### src/rtl/vidpat_pkg.sv
package vidpat_pkg;

  typedef enum logic [1:0] {
    PAT_BARS     = 2'd0,
    PAT_RAMP     = 2'd1,
    PAT_FLAT     = 2'd2,
    PAT_BARS_ALT = 2'd3
  } pat_e;

  typedef struct packed {
    logic [7:0] r;
    logic [7:0] g;
    logic [7:0] b;
  } rgb_t;

  localparam int BAR_COUNT = 8;

  // Bar k: red off for k[1], green off for k[2], blue off for k[0].
  function automatic rgb_t bar_rgb(input logic [2:0] k);
    rgb_t p;
    p.r = {8{~k[1]}};
    p.g = {8{~k[2]}};
    p.b = {8{~k[0]}};
    return p;
  endfunction

  // Grey level of a ramp column, clipped to the 8-bit channel range.
  function automatic logic [7:0] ramp_level(input int unsigned col,
                                           input int unsigned shift);
    int unsigned v;
    v = col >> shift;
    if (v > 255) v = 255;
    return 8'(v);
  endfunction

endpackage

### src/rtl/vidpat_raster.sv
module vidpat_raster #(
  parameter  int H_ACTIVE  = 640,
  parameter  int V_ACTIVE  = 480,
  parameter  int BARS      = 8,
  localparam int COL_W     = (H_ACTIVE > 1) ? $clog2(H_ACTIVE) : 1,
  localparam int ROW_W     = (V_ACTIVE > 1) ? $clog2(V_ACTIVE) : 1,
  localparam int BAR_PIX   = H_ACTIVE / BARS,
  localparam int BPOS_W    = (BAR_PIX > 1) ? $clog2(BAR_PIX) : 1,
  localparam int BAR_IDX_W = (BARS > 1) ? $clog2(BARS) : 1
) (
  input  logic                 clk,
  input  logic                 rst_n,
  input  logic                 step,
  output logic [COL_W-1:0]     col,
  output logic [ROW_W-1:0]     row,
  output logic [BAR_IDX_W-1:0] bar_idx,
  output logic                 at_line_end,
  output logic                 at_frame_end,
  output logic                 at_frame_start
);

  logic [COL_W-1:0]     col_q;
  logic [ROW_W-1:0]     row_q;
  logic [BAR_IDX_W-1:0] bar_q;
  logic [BPOS_W-1:0]    bpos_q;
  logic                 bar_edge;

  assign at_line_end    = (col_q == COL_W'(H_ACTIVE - 1));
  assign at_frame_end   = at_line_end && (row_q == ROW_W'(V_ACTIVE - 1));
  assign at_frame_start = (col_q == '0) && (row_q == '0);
  assign bar_edge       = (bpos_q == BPOS_W'(BAR_PIX - 1));

  always_ff @(posedge clk) begin
    if (!rst_n) begin
      col_q  <= '0;
      row_q  <= '0;
      bar_q  <= '0;
      bpos_q <= '0;
    end else if (step) begin
      if (at_line_end) begin
        col_q  <= '0;
        bar_q  <= '0;
        bpos_q <= '0;
        row_q  <= at_frame_end ? '0 : row_q + 1'b1;
      end else begin
        col_q <= col_q + 1'b1;
        if (bar_edge) begin
          bpos_q <= '0;
          bar_q  <= bar_q + 1'b1;
        end else begin
          bpos_q <= bpos_q + 1'b1;
        end
      end
    end
  end

  assign col     = col_q;
  assign row     = row_q;
  assign bar_idx = bar_q;


  wrap_to_origin_chk: assert property (@(posedge clk) disable iff (!rst_n)
    step && at_frame_end |=> at_frame_start);


  next_row_chk: assert property (@(posedge clk) disable iff (!rst_n)
    step && at_line_end && !at_frame_end |=> col_q == '0 && row_q == $past(row_q) + 1'b1);


  bar_track_chk: assert property (@(posedge clk) disable iff (!rst_n)
    int'(bar_q) == int'(col_q) / BAR_PIX);

endmodule

### src/rtl/vidpat_shade.sv
module vidpat_shade
  import vidpat_pkg::*;
#(
  parameter int          COL_W      = 10,
  parameter int          BAR_IDX_W  = 3,
  parameter int          RAMP_SHIFT = 2,
  parameter logic [23:0] FLAT_RGB   = 24'h1F7FD0
) (
  input  pat_e                 pattern,
  input  logic [COL_W-1:0]     col,
  input  logic [BAR_IDX_W-1:0] bar_idx,
  output rgb_t                 pixel
);

  logic [7:0] grey;

  assign grey = ramp_level(int'(col), RAMP_SHIFT);

  always_comb begin
    unique case (pattern)
      PAT_RAMP: pixel = '{r: grey, g: grey, b: grey};
      PAT_FLAT: pixel = rgb_t'(FLAT_RGB);
      default:  pixel = bar_rgb(3'(bar_idx));
    endcase
  end

endmodule

### src/rtl/vidpat_beat_reg.sv
module vidpat_beat_reg #(
  parameter int TDATA_W = 32
) (
  input  logic               clk,
  input  logic               rst_n,
  input  logic               load,
  input  logic [TDATA_W-1:0] nxt_data,
  input  logic               nxt_sof,
  input  logic               nxt_eol,
  output logic               tvalid,
  output logic [TDATA_W-1:0] tdata,
  output logic               tuser,
  output logic               tlast
);

  always_ff @(posedge clk) begin
    if (!rst_n) begin
      tvalid <= 1'b0;
      tdata  <= '0;
      tuser  <= 1'b0;
      tlast  <= 1'b0;
    end else if (load) begin
      tvalid <= 1'b1;
      tdata  <= nxt_data;
      tuser  <= nxt_sof;
      tlast  <= nxt_eol;
    end
  end

endmodule

### src/rtl/vidpat_stream_src.sv
module vidpat_stream_src
  import vidpat_pkg::*;
#(
  parameter  int          H_ACTIVE   = 640,
  parameter  int          V_ACTIVE   = 480,
  parameter  int          RAMP_SHIFT = 2,
  parameter  logic [23:0] FLAT_RGB   = 24'h1F7FD0,
  parameter  int          TDATA_W    = 32,
  localparam int          COL_W      = (H_ACTIVE > 1) ? $clog2(H_ACTIVE) : 1,
  localparam int          ROW_W      = (V_ACTIVE > 1) ? $clog2(V_ACTIVE) : 1,
  localparam int          BAR_IDX_W  = $clog2(BAR_COUNT)
) (
  input  logic               clk,
  input  logic               rst_n,
  input  logic [1:0]         pat_sel,
  input  logic               m_tready,
  output logic               m_tvalid,
  output logic [TDATA_W-1:0] m_tdata,
  output logic               m_tuser,
  output logic               m_tlast
);

  logic                 load;
  logic                 accept;
  logic [COL_W-1:0]     gen_col;
  logic [ROW_W-1:0]     gen_row;
  logic [BAR_IDX_W-1:0] gen_bar;
  logic                 gen_eol;
  logic                 gen_eof;
  logic                 gen_sof;
  pat_e                 frame_pat_q;
  pat_e                 pat_now;
  rgb_t                 pix;
  logic [TDATA_W-1:0]   nxt_word;

  // Output slot refills when empty or when its beat is taken.
  assign accept = m_tvalid && m_tready;
  assign load   = !m_tvalid || m_tready;

  vidpat_raster #(
    .H_ACTIVE(H_ACTIVE),
    .V_ACTIVE(V_ACTIVE),
    .BARS    (BAR_COUNT)
  ) u_raster (
    .clk           (clk),
    .rst_n         (rst_n),
    .step          (load),
    .col           (gen_col),
    .row           (gen_row),
    .bar_idx       (gen_bar),
    .at_line_end   (gen_eol),
    .at_frame_end  (gen_eof),
    .at_frame_start(gen_sof)
  );

  assign pat_now = gen_sof ? pat_e'(pat_sel) : frame_pat_q;

  always_ff @(posedge clk) begin
    if (!rst_n)              frame_pat_q <= PAT_BARS;
    else if (load && gen_sof) frame_pat_q <= pat_e'(pat_sel);
  end

  vidpat_shade #(
    .COL_W     (COL_W),
    .BAR_IDX_W (BAR_IDX_W),
    .RAMP_SHIFT(RAMP_SHIFT),
    .FLAT_RGB  (FLAT_RGB)
  ) u_shade (
    .pattern(pat_now),
    .col    (gen_col),
    .bar_idx(gen_bar),
    .pixel  (pix)
  );

  always_comb begin
    nxt_word       = '0;
    nxt_word[23:0] = {pix.r, pix.g, pix.b};
  end

  vidpat_beat_reg #(
    .TDATA_W(TDATA_W)
  ) u_beat (
    .clk     (clk),
    .rst_n   (rst_n),
    .load    (load),
    .nxt_data(nxt_word),
    .nxt_sof (gen_sof),
    .nxt_eol (gen_eol),
    .tvalid  (m_tvalid),
    .tdata   (m_tdata),
    .tuser   (m_tuser),
    .tlast   (m_tlast)
  );


  idle_in_reset_chk: assert property (@(posedge clk)
    !rst_n |=> !m_tvalid);


  first_beat_sof_chk: assert property (@(posedge clk) disable iff (!rst_n)
    $rose(m_tvalid) |-> m_tuser);


  hold_stable_chk: assert property (@(posedge clk) disable iff (!rst_n)
    m_tvalid && !m_tready |=> m_tvalid && $stable(m_tdata) && $stable(m_tuser) && $stable(m_tlast));


  valid_held_chk: assert property (@(posedge clk) disable iff (!rst_n)
    m_tvalid |=> m_tvalid);


  sof_eol_apart_chk: assert property (@(posedge clk) disable iff (!rst_n)
    m_tvalid |-> !(m_tuser && m_tlast));


  eol_then_advance_chk: assert property (@(posedge clk) disable iff (!rst_n)
    accept && m_tlast |=> !m_tlast);


  pat_frozen_chk: assert property (@(posedge clk) disable iff (!rst_n)
    !gen_sof && !gen_eof |=> $stable(pat_now));

endmodule

### config.mk
export PLATFORM = sky130hd
export DESIGN_NAME = vidpat_stream_src
export DESIGN_NICKNAME = d
export VERILOG_FILES = /design/src/rtl/vidpat_pkg.sv /design/src/rtl/vidpat_raster.sv /design/src/rtl/vidpat_shade.sv /design/src/rtl/vidpat_beat_reg.sv /design/src/rtl/vidpat_stream_src.sv
export SDC_FILE = /design/constraint.sdc
export NUM_CORES = 1
export LEC_CHECK = 0
export CAP_MARGIN = 30
export CORE_MARGIN = 2
export CORE_UTILIZATION = 58
export CTS_CLUSTER_DIAMETER = 100
export DETAILED_ROUTE_END_ITERATION = 8
export GPL_TIMING_DRIVEN = 0
export MAX_ROUTING_LAYER = met4
export PLACE_DENSITY_LB_ADDON = 0.08
export SETUP_SLACK_MARGIN = 0.02
export SYNTH_ARGS = -nofsm -noshare
export SYNTH_HDL_FRONTEND = slang
export SYNTH_SLANG_ARGS = --single-unit
export TNS_END_PERCENT = 30
### constraint.sdc
create_clock -name clk -period 5.3 [get_ports clk]
set_input_delay 0.795 -clock clk [delete_from_list [all_inputs] [get_ports clk]]
set_output_delay 0.795 -clock clk [all_outputs]
set_load 0.01 [all_outputs]
==> Word level (Yosys, flattened, before mapping) <==
Index checks and enable logic that the tools add are counted.
{ "totals": {"reg_bits": 58, "latch_bits": 0, "ram_bits": 0, "romBits": 0, "input_bits": 5, "out_inout_bits": 35, "elab_cells": 41, "n_memories": 0} }
{ "classes": {"add_sub_neg": 4, "mul": 0, "div": 0, "magnitude_cmp": 1, "eq_ne": 5, "n_shift": 0, "muxes": 9, "bitwise_logic": 3, "reduce_logical": 10} }
{ "ops": {"columns": ["op", "n"], "rows": [
  ["24-bit one-hot mux with 2 select lines", 1],
  ["7-bit 2-to-1 mux", 2],
  ["10-bit by 1-bit adder with 10-bit output (second input constant)", 1],
  ["10-bit equality test (second input constant)", 1],
  ["10-bit logical NOT", 1],
  ["10-bit 2-to-1 mux", 1],
  ["9-bit by 1-bit adder with 9-bit output (second input constant)", 1],
  ["9-bit equality test (second input constant)", 1],
  ["9-bit logical NOT", 1],
  ["9-bit 2-to-1 mux", 1],
  ["8-bit greater-than comparator (second input constant)", 1],
  ["8-bit 2-to-1 mux", 1],
  ["7-bit by 1-bit adder with 7-bit output (second input constant)", 1],
  ["7-bit equality test (second input constant)", 1],
  ["3-bit 2-to-1 mux", 2],
  ["2-bit AND reduction", 2],
  ["3-bit by 1-bit adder with 3-bit output (second input constant)", 1],
  ["1-bit logical AND", 3],
  ["1-bit NOT", 3],
  ["2-bit by 1-bit equality test with 1-bit output (second input constant)", 1],
  ["2-bit equality test (second input constant)", 1],
  ["2-bit 2-to-1 mux", 1],
  ["2-bit nonzero test", 1],
  ["1-bit logical NOT", 1],
  ["1-bit logical OR", 1]
]} }

==> Longest topological paths before layout <==
Gate-level depths: netlist of the first run.
{ "depth": {"depth_word": 5, "mapped_depth": 11, "mapped_depth_nobuf": 10} }

==> By module <==
Synthesis of the first run repeated with hierarchy kept, for this count alone.
{ "unflattened": {"cells_unflattened": 346, "area_unflattened_um2": 3229.3} }
{ "modules_own_cells": {"columns": ["mod", "instances", "cells_per_inst", "area_each_um2", "seq_area_each_um2"], "rows": [
  ["vidpat_raster", 1, 176, 1455.1, 580.6],
  ["vidpat_beat_reg", 1, 111, 1343.8, 700.7],
  ["vidpat_shade", 1, 46, 304.0, 0.0],
  ["vidpat_stream_src", 1, 13, 126.4, 40.0]
]} }

==> Worst setup path after synthesis of the first run <==
Ideal clock, no wire load.
{ "synth_path": {"path_type": "register to register", "from": "register u_raster.col_q[2], in the netlist u_raster.col[2]", "to": "register u_beat.tdata[16]", "setup_ns": 0.074, "t_arrival_ns": 2.387, "required_ns": 5.226, "path_slack_ns": 2.839, "stages_incl_launch_ff": 11, "path_buffers": 2, "period_less_slack_ns": 2.461, "path_cell_list": "dfxtp_1 > buf_4 > nor4_1 > nand4_1 > nor2_2 > mux2_2 > ha_1 > nand2b_1 > and2_1 > clkbuf_1 > a31oi_1"} }
{ "synth_between": {"elab_chain_len": 5, "word_cells_on_any_way": 8, "classes_between": "1 x order compare; 2 x eq/ne; 3 x mux; 2 x reduce/logical"} }
{ "synth_rtl": {"columns": ["element", "line_no", "source"], "rows": [
  ["start: declaration", "vidpat_raster.sv:22", "logic [COL_W-1:0] col_q;"],
  ["start signal: assignment", "vidpat_raster.sv:46", "col_q <= col_q + 1'b1;"],
  ["parallel branches: the longest is 4 deep, another holds 8-bit greater-than comparator", null, null],
  ["24-bit one-hot mux with 2 select lines (*)", "vidpat_shade.sv:20", "unique case (pattern)"],
  ["end signal: assignment", "vidpat_beat_reg.sv:24", "tdata <= nxt_data;"],
  ["end: declaration", "vidpat_beat_reg.sv:11", "output logic [TDATA_W-1:0] tdata,"]
]} }
Every way passes the cells marked *.
A chain may end at the register's enable or synchronous reset.

==> Worst setup path after layout of the first run <==
{ "layout_path": {"from": "register u_raster.col_q[2], in the netlist u_raster.col[2]", "to": "register u_beat.tdata[19]"} }
Same word-level chain as after synthesis.

==> impl_metrics.csv, run 1 <==
group,metric,value,unit
yosys,synth.area.top_cells,"dfxtp_1 (43%), a21oi_1 (5.8%), o21ai_0 (5.4%), nand2_1 (4.6%), ha_1 (3.7%)",
setup_path,crit_family,"simple AND/OR/NAND/NOR gates",
setup_path,cp_max_fo,10,
setup_path,crit_buf_inv,2,
timing,rsz0062_at_grt,"false",
grt,grt_remaining_overflow,0,
setup_path,worst-setup-path-type,"reg -> reg",
clock_tree,path_clk_slew,0.07,ns
clock_tree,cts_tree,"built",
grt,antenna_found_initial,0,
yosys,netlist_area,0.002683,sq mm
timing,final.setup_skew,0.007671,ns
placed_design,placed_area,0.003074,sq mm
power_and_ir_drop,powerDensity,355.9,mW/mm^2
drt,dr.first_iter.drc_count,208,
setup_path,endpoint_kind,"flop",
timing,tightest_slew,0.5892,ns
floorplanning,fp.dieW,72.01,um
clock_tree,numCtsBuffers,9,
yosys,yosysMostFrequentCell,"dfxtp_1",
clock_tree,cts_setup_buffers,0,
floorplanning,fp.dieArea,0.005185,sq mm
yosys,synth_xor_area_share,3.591,%
timing,fin_crit_sh,56.11,%
yosys,syn_avg_cell_area,8.571,sq um
final_layout,area_growth,22.76,%
yosys,muxShareOfSynthArea,2.705,%
timing,fin_ws,2.326,ns
grt,grt_pass1_vias,2237,
drt,drc,0,
timing,period_needed,2.974,ns
floorplanning,core-area,0.004414,sq mm
drt,routed_wl,6492,um
timing,relSlewSlack,60.72,%
yosys,synth_fa_ha_area_share,3.731,%
final_layout,final_area,0.003293,sq mm
clock_tree,insertion_delay,0.34,ns
power_and_ir_drop,ir_drop,0.2362,mV
yosys,yosysWarnings,0,
timing,max_freq,0.3363,GHz
yosys,synth_top_family_by_area,"simple AND/OR/NAND/NOR gates",
yosys,synthTopCellsByCount,"dfxtp_1 (58), nand2_1 (33), a21oi_1 (31), o21ai_0 (29), nand4_1 (14)",
grt,grt_max_degree,11,
drt,firstDrtPassIters,4,
setup_path,path_cells,"buf_4 -> nor4_1 -> nand4_1 -> nor2_2 -> mux2_2 -> ha_1 -> nor2b_1 -> buf_1 -> nand2_1 -> a31oi_1",
drt,via_per_inst,5.876,
setup_path,worstPathArrival,3.24,ns
drt,ant_nets,0,
clock_tree,ctsResizeCount,0,
power_and_ir_drop,leakage,1.286,nW
timing,finalHoldViolCount,0,
floorplanning,core.rowCount,24,
worst_hold_path,worstHoldPathType,"reg -> reg",
clock_tree,cts_max_level,3,
yosys,synthFlopType,"dfxtp_1",
final_layout,diodes,0,
yosys,yosys.area.top_type,"dfxtp_1",
floorplanning,pin_count,40,
setup_path,crit_slowest_cell,"ha_1",
yosys,synth-edff-count,0,
drt,vias,2456,
clock_tree,max-clock-path-buffers,2,
yosys,synth_top_area_share,43.28,%
final_layout,drive_gt1_share,9.836,%
floorplanning,start_util,60.77,%
job,maxCapViolCount,0,
clock_tree,cts-root-buf,"clkbuf_8",
yosys,synth_cell_types,42,
setup_path,critPathLaunchType,"flop",
timing,tns,0,ns
yosys,ys_ff_latch,58,
placed_design,dp_hpwl,4476,um
yosys,synthCells,313,
yosys,yosys.area_share.simple,22.95,%
yosys,async_flop_share,0,%
drt,wl_per_cell,15.53,um
timing,setup_viol_count_final,0,
clock_tree,cts_hold_buf,0,
setup_path,slowest_delay,0.37,ns
yosys,yosysSeqAreaShare,43.28,%
clock_tree,clock-sinks,58,
timing,report.final.slew_viol_count,0,
placed_design,gp_congestion,0.8690,
grt,grtUsageTotal,28.26,%
status,status,"finished, final reports clean",
final_layout,fill_cells,349,
final_layout,fin_nets,374,
yosys,synth_compound_area_share,16.60,%
placed_design,preCtsSetupSlack,2.453,ns
placed_design,port_buffers,30,
grt,grt_pass1_wl,10740,um
setup_path,critPathRequiredTime,5.56,ns
floorplanning,die_h,72.01,um
-- worst reg2reg max path, cell delays in order, from the launching register on --
cell and delay, ns:
dfxtp_1 0.30, buf_4 0.17, nor4_1 0.35, nand4_1 0.24, nor2_2 0.25, mux2_2 0.36, ha_1 0.37, nor2b_1 0.17
buf_1 0.28, nand2_1 0.19, a31oi_1 0.21
-- per-layer routing --
layer / global-route usage (%) / vias up / part of all wire [%] / routed length (um)
li1: - / 1201 / - / -
met4: 14.05 / 0 / 2.4 / 153
met1: 36.36 / 1141 / 43 / 2783
met2: 42.59 / 99 / 48 / 3130
met3: 5.556 / 15 / 6.6 / 426
met5: - / - / 0 / 0
-- final cells by class --
class	instances	area, sq um	area share, %
Clock inverter	5	77.57	2.356
Sequential cell	58	1161	35.26
Timing Repair Buffer	30	300.3	9.119
Multi-Input combinational cell	225	1360	41.30
Buffer	29	157.7	4.787
Inverter	8	30.03	0.9119
Tap cell	52	65.06	1.976
Clock buffer	11	141.4	4.293
-- logic make-up after synthesis --
group | after synthesis
buffers and inverters | 37
other | 1
AOI/OAI and AO/OA | 80
xor gates and xnor gates | 11
DFF | 58
muxes | 7
adders and majority gates | 8
and+or+nand+nor | 111
-- report_power, final --
| part | total (mW) | internal (mW) | switching [mW] |
|---|---|---|---|
| clock | 0.457 | 0.276 | 0.181 |
| combinational | 0.214 | 0.106 | 0.108 |
| sequential | 0.501 | 0.477 | 0.0232 |
| total | 1.17 | 0.859 | 0.312 |
-- sequential cells by signal, summed over array words and instances (netlist names), 2 cells and up --
signal            cells
u_raster.row          9
u_raster.col         10
u_beat.tdata         24
u_raster.bar_idx      3
frame_pat_q           2
u_raster.bpos_q       7
-- final timing paths --
kind	startpoint	endpoint	slack, ns	cells after the start
setup / recovery	u_raster.col[2]	u_beat.tdata[19]	2.33	10
hold / removal	u_beat.tuser	u_beat.tuser	0.46	2
setup reg to reg	u_raster.col[2]	u_beat.tdata[19]	2.33	10
hold reg to reg	u_beat.tuser	u_beat.tuser	0.46	2
-- metrics by stage --
stage          total power, mW  utilization, %  std cells  hold slack (ns)
2_1_floorplan           0.6228               -        320           0.4538
3_3_place_gp            0.7174           69.64        402           0.4431
3_5_place_dp            0.7205           69.64        402           0.4513
4_1_cts                  1.174           74.60        418           0.4606
5_1_grt                  1.218           74.60        418           0.4862
6_report                 1.172           74.60        418           0.4598
-- cells in the final DEF, fill, tap and decap left out, types with 2 or more instances in the layout --
cell,Yosys,final
nor4_1,3,3
xor2_1,8,8
and3_1,3,3
bufinv_16,0,2
dfxtp_1,58,58
nand3_1,9,9
a31oi_1,11,11
inv_1,8,8
buf_2,6,6
and2_1,5,5
mux2i_1,5,5
nand2b_1,5,5
a21oi_1,31,31
clkdlybuf4s50_1,0,30
conb_1,1,8
xnor2_1,3,3
nor2_1,13,13
nand3b_1,2,2
clkinv_2,0,2
or3_1,5,5
a32o_1,2,2
o31ai_1,2,2
nand4_1,14,14
nand2_1,33,33
buf_4,11,11
o21ai_0,29,29
nor4b_1,2,2
clkbuf_8,0,10
clkbuf_1,11,12
ha_1,8,8
nor2b_1,6,6
mux2_2,2,2
and4_1,4,4
(Power assumes the default switching activity.)
==> run 2: changes to the inputs <==
CORE_UTILIZATION = 48   (was 58)
clock period = 2.55 ns   (was 5.3 ns; I/O delays follow)
==> run 2 against run 1 <==
Net effect: fmax increased by 22%; largest power group is now the clock network; combinational power increased by 140%; sequential share of layout area is 1.7 points lower; register-to-register slack lost 2.2 ns; clock power rose by 140%.
==> impl_metrics.csv, run 2 (synthesis results as in run 1) <==
group,metric,value,unit
status,status,"finished, final reports clean",
floorplanning,pin_count,40,
power_and_ir_drop,leakage,1.349,nW
final_layout,largest_register,"u_beat.tdata",
power_and_ir_drop,ir_drop,0.4498,mV
final_layout,final_common_cell,"dfxtp_1",
final_layout,diodes,0,
placed_design,dp_hpwl,4551,um
timing,report.final.slew_viol_count,0,
timing,final.setup_skew,0.01083,ns
final_layout,largest_register_ffs,24,
drt,routed_wl,6653,um
setup_path,ff2ff_setup_slack,0.11,ns
final_layout,layout_common_cells,"dfxtp_1 (56), clkdlybuf4s50_1 (30), o21ai_0 (29), nand2_1 (28), a21oi_1 (27)",
clock_tree,insertion_delay,0.34,ns
setup_path,cp_max_fo,8,
timing,fin_crit_sh,95.62,%
clock_tree,clock-sinks,58,
drt,via_per_inst,5.501,
drt,firstDrtPassIters,4,
floorplanning,core.rowCount,27,
grt,antenna_found_initial,0,
job,maxCapViolCount,0,
power_and_ir_drop,p_switching,0.6701,mW
timing,max_freq,0.4101,GHz
clock_tree,cts_max_level,3,
grt,grt_max_degree,11,
power_and_ir_drop,switching_share,25.56,%
drt,ant_nets,0,
clock_tree,numCtsBuffers,9,
floorplanning,fp.dieArea,0.006202,sq mm
power_and_ir_drop,p_int,1.952,mW
floorplanning,core-area,0.005439,sq mm
placed_design,port_buffers,30,
drt,wl_per_cell,15.15,um
clock_tree,cts_tree,"built",
floorplanning,fp.dieW,78.76,um
final_layout,drive_gt1_share,16.62,%
grt,grt_pass1_wl,10760,um
setup_path,critPathRequiredTime,2.82,ns
placed_design,gp_congestion,0.8568,
timing,fin_ws,0.1117,ns
final_layout,finish.utilization,63.68,%
clock_tree,cts-root-buf,"clkbuf_8",
setup_path,critPathLaunchType,"flop",
power_and_ir_drop,p_clk_share,41.1,%
setup_path,worstPathArrival,2.71,ns
drt,dr.first_iter.drc_count,129,
final_layout,area_growth,29.10,%
clock_tree,path_clk_slew,0.07,ns
grt,grt_remaining_overflow,0,
timing,tightest_slew,0.7046,ns
grt,grtUsageTotal,23.22,%
timing,setup_viol_count_final,0,
timing,period_needed,2.438,ns
grt,grt_pass1_vias,2208,
power_and_ir_drop,powerDensity,757.0,mW/mm^2
timing,relSlewSlack,53.03,%
setup_path,worst-setup-path-type,"reg -> reg",
timing,finalHoldViolCount,0,
power_and_ir_drop,p_seq_share,39.6,%
power_and_ir_drop,comb_power_share,19.3,%
final_layout,fill_cells,485,
placed_design,preCtsSetupSlack,-0.3122,ns
final_layout,fin_nets,375,
worst_hold_path,worstHoldPathType,"in -> reg",
drt,drc,0,
timing,rsz0062_at_grt,"true",
setup_path,endpoint_kind,"flop",
clock_tree,max-clock-path-buffers,2,
drt,vias,2415,
floorplanning,start_util,49.32,%
floorplanning,die_h,78.76,um
[run 2: changes by cell type in the layout (fill, tap and decap cells not counted), moves of 2 or more]
cell / delta
nand2_1: -5
nand2_2: +5
a21oi_1: -4
a21oi_2: +3
clkbuf_1: -3
buf_4: +2
buf_6: +2
dfxtp_1: -2
dfxtp_2: +2
nor2b_1: -2
nor4_1: -2
[run 2: final timing paths]
kind,cells after the start,from,to
min reg2reg,2,u_beat.tlast,u_beat.tlast
max reg2reg,10,u_raster.col[9],u_beat.tdata[16]
max,10,u_raster.col[9],u_beat.tdata[16]
min,2,rst_n,u_beat.tvalid
[run 2: power groups by stage]
stage	Clock (mW)	Combinational [mW]	Sequential [mW]
after floorplan	0	0.208	1.09
after global placement	0	0.440	1.06
after detailed placement	0	0.445	1.06
after CTS	1.08	0.462	1.04
after global routing	1.13	0.549	1.05
final	1.08	0.506	1.04
[run 2: layout make-up]
type                    count  area [sq um]  area share [%]
plain buffers              27         157.7           4.552
clock buffers              11         151.4           4.371
clock inverters             5         100.1           2.890
inverters                   8         30.03          0.8671
multi-input cells         225          1444           41.69
flip-flops and latches     58          1164           33.60
well taps                  72         90.09           2.601
repair buffers             33         326.6           9.429
[run 2: timing repair]
item / 4_1_cts / 5_1_grt
gates resized for setup: 7 / 24
pin swaps: 2 / 7
setup endpoints to repair: 24 / 24
buffers inserted: 2 / 1
hold buffers: 0 / 0
[run 2: routing by layer]
| metal | track usage, % | up-vias | wire, um |
|---|---|---|---|
| met1 | 29.50 | 1161 | 3159 |
| met5 | - | - | 0 |
| met3 | 4.432 | 11 | 175 |
| li1 | - | 1198 | - |
| met2 | 36.07 | 45 | 3194 |
| met4 | 10.53 | 0 | 123 |
[run 2: worst max-delay path, cell delays in order, from the launching register on]
cell and delay (ns):
dfxtp_1 0.38, nor4_4 0.32, nand4_1 0.23, nor2_4 0.17
buf_6 0.12, mux2i_1 0.20, ha_2 0.34, nor2b_2 0.15
buf_6 0.15, nand2_1 0.13, a31oi_1 0.19
[run 2: metrics by stage]
| step | instances | power, mW | hold slack, ns | setup TNS (ns) | cell area [sq um] |
|---|---|---|---|---|---|
| after floorplan | 320 | 1.294 | 0.4538 | 0 | 2709 |
| after global placement | 422 | 1.496 | 0.4423 | -5.866 | 3099 |
| after detailed placement | 422 | 1.501 | 0.4496 | -6.227 | 3099 |
| after CTS | 438 | 2.578 | 0.3618 | 0 | 3391 |
| after global routing | 439 | 2.729 | 0.3868 | -0.08266 | 3463 |
| final | 439 | 2.622 | 0.3716 | 0 | 3463 |
==> run 3: changes to the inputs <==
CELL_PAD_IN_SITES_DETAIL_PLACEMENT = 1   (was default)
CELL_PAD_IN_SITES_GLOBAL_PLACEMENT = 1   (was default)
CORE_MARGIN = 1   (was 2)
CORE_UTILIZATION = 36   (was 48)
==> run 3 against run 2 <==
Net effect: via count about the same; count of clock-buffer cells in the layout rose by 1; highest routed layer unchanged; register-to-register slack hardly changed; sequential power about the same; global-route usage decreased by 1.7 points; largest power group is now sequential cells.
==> impl_metrics.csv, run 3 (synthesis results as in run 1) <==
group,metric,value,unit
status,status,"finished, final reports clean",
floorplanning,fp.dieW,88.32,um
clock_tree,cts_tree,"built",
setup_path,crit_family,"simple AND/OR/NAND/NOR gates",
final_layout,multi_input_area,0.001466,sq mm
timing,final.setup_skew,0.008222,ns
setup_path,worst-setup-path-type,"reg -> reg",
drt,ant_nets,0,
timing,tns,0,ns
drt,vias,2414,
clock_tree,cts-root-buf,"clkbuf_8",
drt,drc,0,
floorplanning,start_util,37.18,%
final_layout,final_area,0.003425,sq mm
timing,relSlewSlack,56.20,%
setup_path,endpoint_kind,"flop",
placed_design,dp_hpwl,5349,um
worst_hold_path,worstHoldPathType,"in -> reg",
setup_path,crit_buf_inv,1,
setup_path,path_cells,"inv_1 -> ha_1 -> nor2b_4 -> nand4_1 -> nor2_4 -> mux2_2 -> ha_4 -> nand2b_1 -> and2_1 -> a21oi_1",
final_layout,layout_common_cells,"dfxtp_1 (58), clkdlybuf4s50_1 (30), o21ai_0 (29), a21oi_1 (28), nand2_1 (27)",
timing,whs,0.3612,ns
timing,period_needed,2.435,ns
grt,grt_pass1_wl,12150,um
setup_path,worstPathArrival,2.70,ns
grt,antenna_found_initial,0,
final_layout,largest_register_ffs,24,
setup_path,critPathLaunchType,"flop",
clock_tree,clock-sinks,58,
setup_path,cp_max_fo,6,
clock_tree,max-clock-path-buffers,2,
final_layout,area_growth,27.66,%
drt,route.met2.wl,3578,um
timing,fin_crit_sh,95.48,%
power_and_ir_drop,leakage,1.322,nW
drt,top_layer,"met4",
drt,routed_wl,7526,um
timing,max_freq,0.4107,GHz
drt,firstDrtPassIters,4,
setup_path,crit_slowest_cell,"mux2_2",
clock_tree,cts_max_level,3,
placed_design,place_inst,449,
clock_tree,path_clk_slew,0.06,ns
final_layout,regArea,0.001161,sq mm
job,maxCapViolCount,0,
final_layout,diodes,0,
final_layout,fill_cells,862,
drt,dr.first_iter.drc_count,97,
timing,setup_viol_count_final,0,
grt,grt_max_degree,11,
floorplanning,core-area,0.007214,sq mm
drt,via_per_inst,5.203,
clock_tree,cts_hold_buf,0,
final_layout,largest_register,"u_beat.tdata",
grt,grt_remaining_overflow,0,
final_layout,fin_nets,374,
power_and_ir_drop,powerDensity,672.5,mW/mm^2
placed_design,port_buffers,30,
timing,report.final.slew_viol_count,0,
power_and_ir_drop,ir_drop,0.3217,mV
timing,finalHoldViolCount,0,
timing,rsz0062_at_grt,"true",
drt,met3_length,243,um
drt,wl_per_cell,16.22,um
placed_design,gp_congestion,0.8188,
drt,met1Wirelength,3613,um
setup_path,critPathRequiredTime,2.82,ns
placed_design,placed_area,0.003133,sq mm
final_layout,final_common_cell,"dfxtp_1",
floorplanning,die_h,88.32,um
grt,grt_pass1_vias,2298,
setup_path,slowest_delay,0.37,ns
final_layout,fin_cells,464,
final_layout,drive_gt1_share,15.34,%
floorplanning,fp.dieArea,0.007800,sq mm
floorplanning,core.rowCount,31,
floorplanning,pin_count,40,
clock_tree,insertion_delay,0.34,ns
timing,tightest_slew,0.6571,ns
clock_tree,numCtsBuffers,9,
power_and_ir_drop,total_power,2.303,mW
grt,grtUsageTotal,21.52,%
## run 3: worst reg2reg max path: cells and delay by family (launching register included)
kind	cells	cell delay (ns)
AND/OR/NAND/NOR	5	0.95
flip-flops	1	0.32
multiplexers	1	0.37
adder cells (fa/ha/maj)	2	0.49
AO/OA/AOI/OAI	1	0.16
buffers and inverters	1	0.08
## run 3: routing by layer
metal | global-route usage (%) | up-vias
li1 | - | 1197
met1 | 28.71 | 1171
met3 | 4.384 | 10
met2 | 32.38 | 36
met5 | - | -
met4 | 7.331 | 0
## run 3: path summary, 6_finish.rpt
path	from	to	slack [ns]	cells past startpoint
worst max-delay path	u_raster.col[0]	u_beat.tdata[22]	0.12	10
worst min-delay path	rst_n	u_beat.tvalid	0.36	2
worst max register to register	u_raster.col[0]	u_beat.tdata[22]	0.12	10
worst min register to register	u_beat.tlast	u_beat.tlast	0.46	2
## run 3: report_power, final
| part | switching, mW | internal (mW) | total (mW) |
|---|---|---|---|
| logic | 0.252 | 0.257 | 0.509 |
| registers | 0.0480 | 0.992 | 1.04 |
| clock network | 0.359 | 0.395 | 0.754 |
| total | 0.659 | 1.64 | 2.30 |
## run 3: timing repair
item / in CTS / in global routing
setup buffers: 2 / 0
hold endpoints to repair: 0 / 0
endpoints found under the setup margin: 24 / 24
gates resized for setup: 12 / 17
pin swaps: 2 / 6
## run 3: final cells by class
| class | count | share of cell area, % |
|---|---|---|
| multi-input cells | 225 | 42.82 |
| clock inverters | 3 | 0.4384 |
| plain buffers | 27 | 4.604 |
| clock buffers | 12 | 4.531 |
| repair buffers | 32 | 9.207 |
| flip-flops and latches | 58 | 33.91 |
| inverters | 8 | 0.8769 |
| well taps | 99 | 3.617 |
## run 3: per-stage QoR
step           util, %  setup slack [ns]
2_1_floorplan        -           0.08915
3_3_place_gp     43.43           -0.3890
3_5_place_dp     43.43           -0.4365
4_1_cts          46.44           0.02237
5_1_grt          47.47          -0.02609
6_report         47.47            0.1153
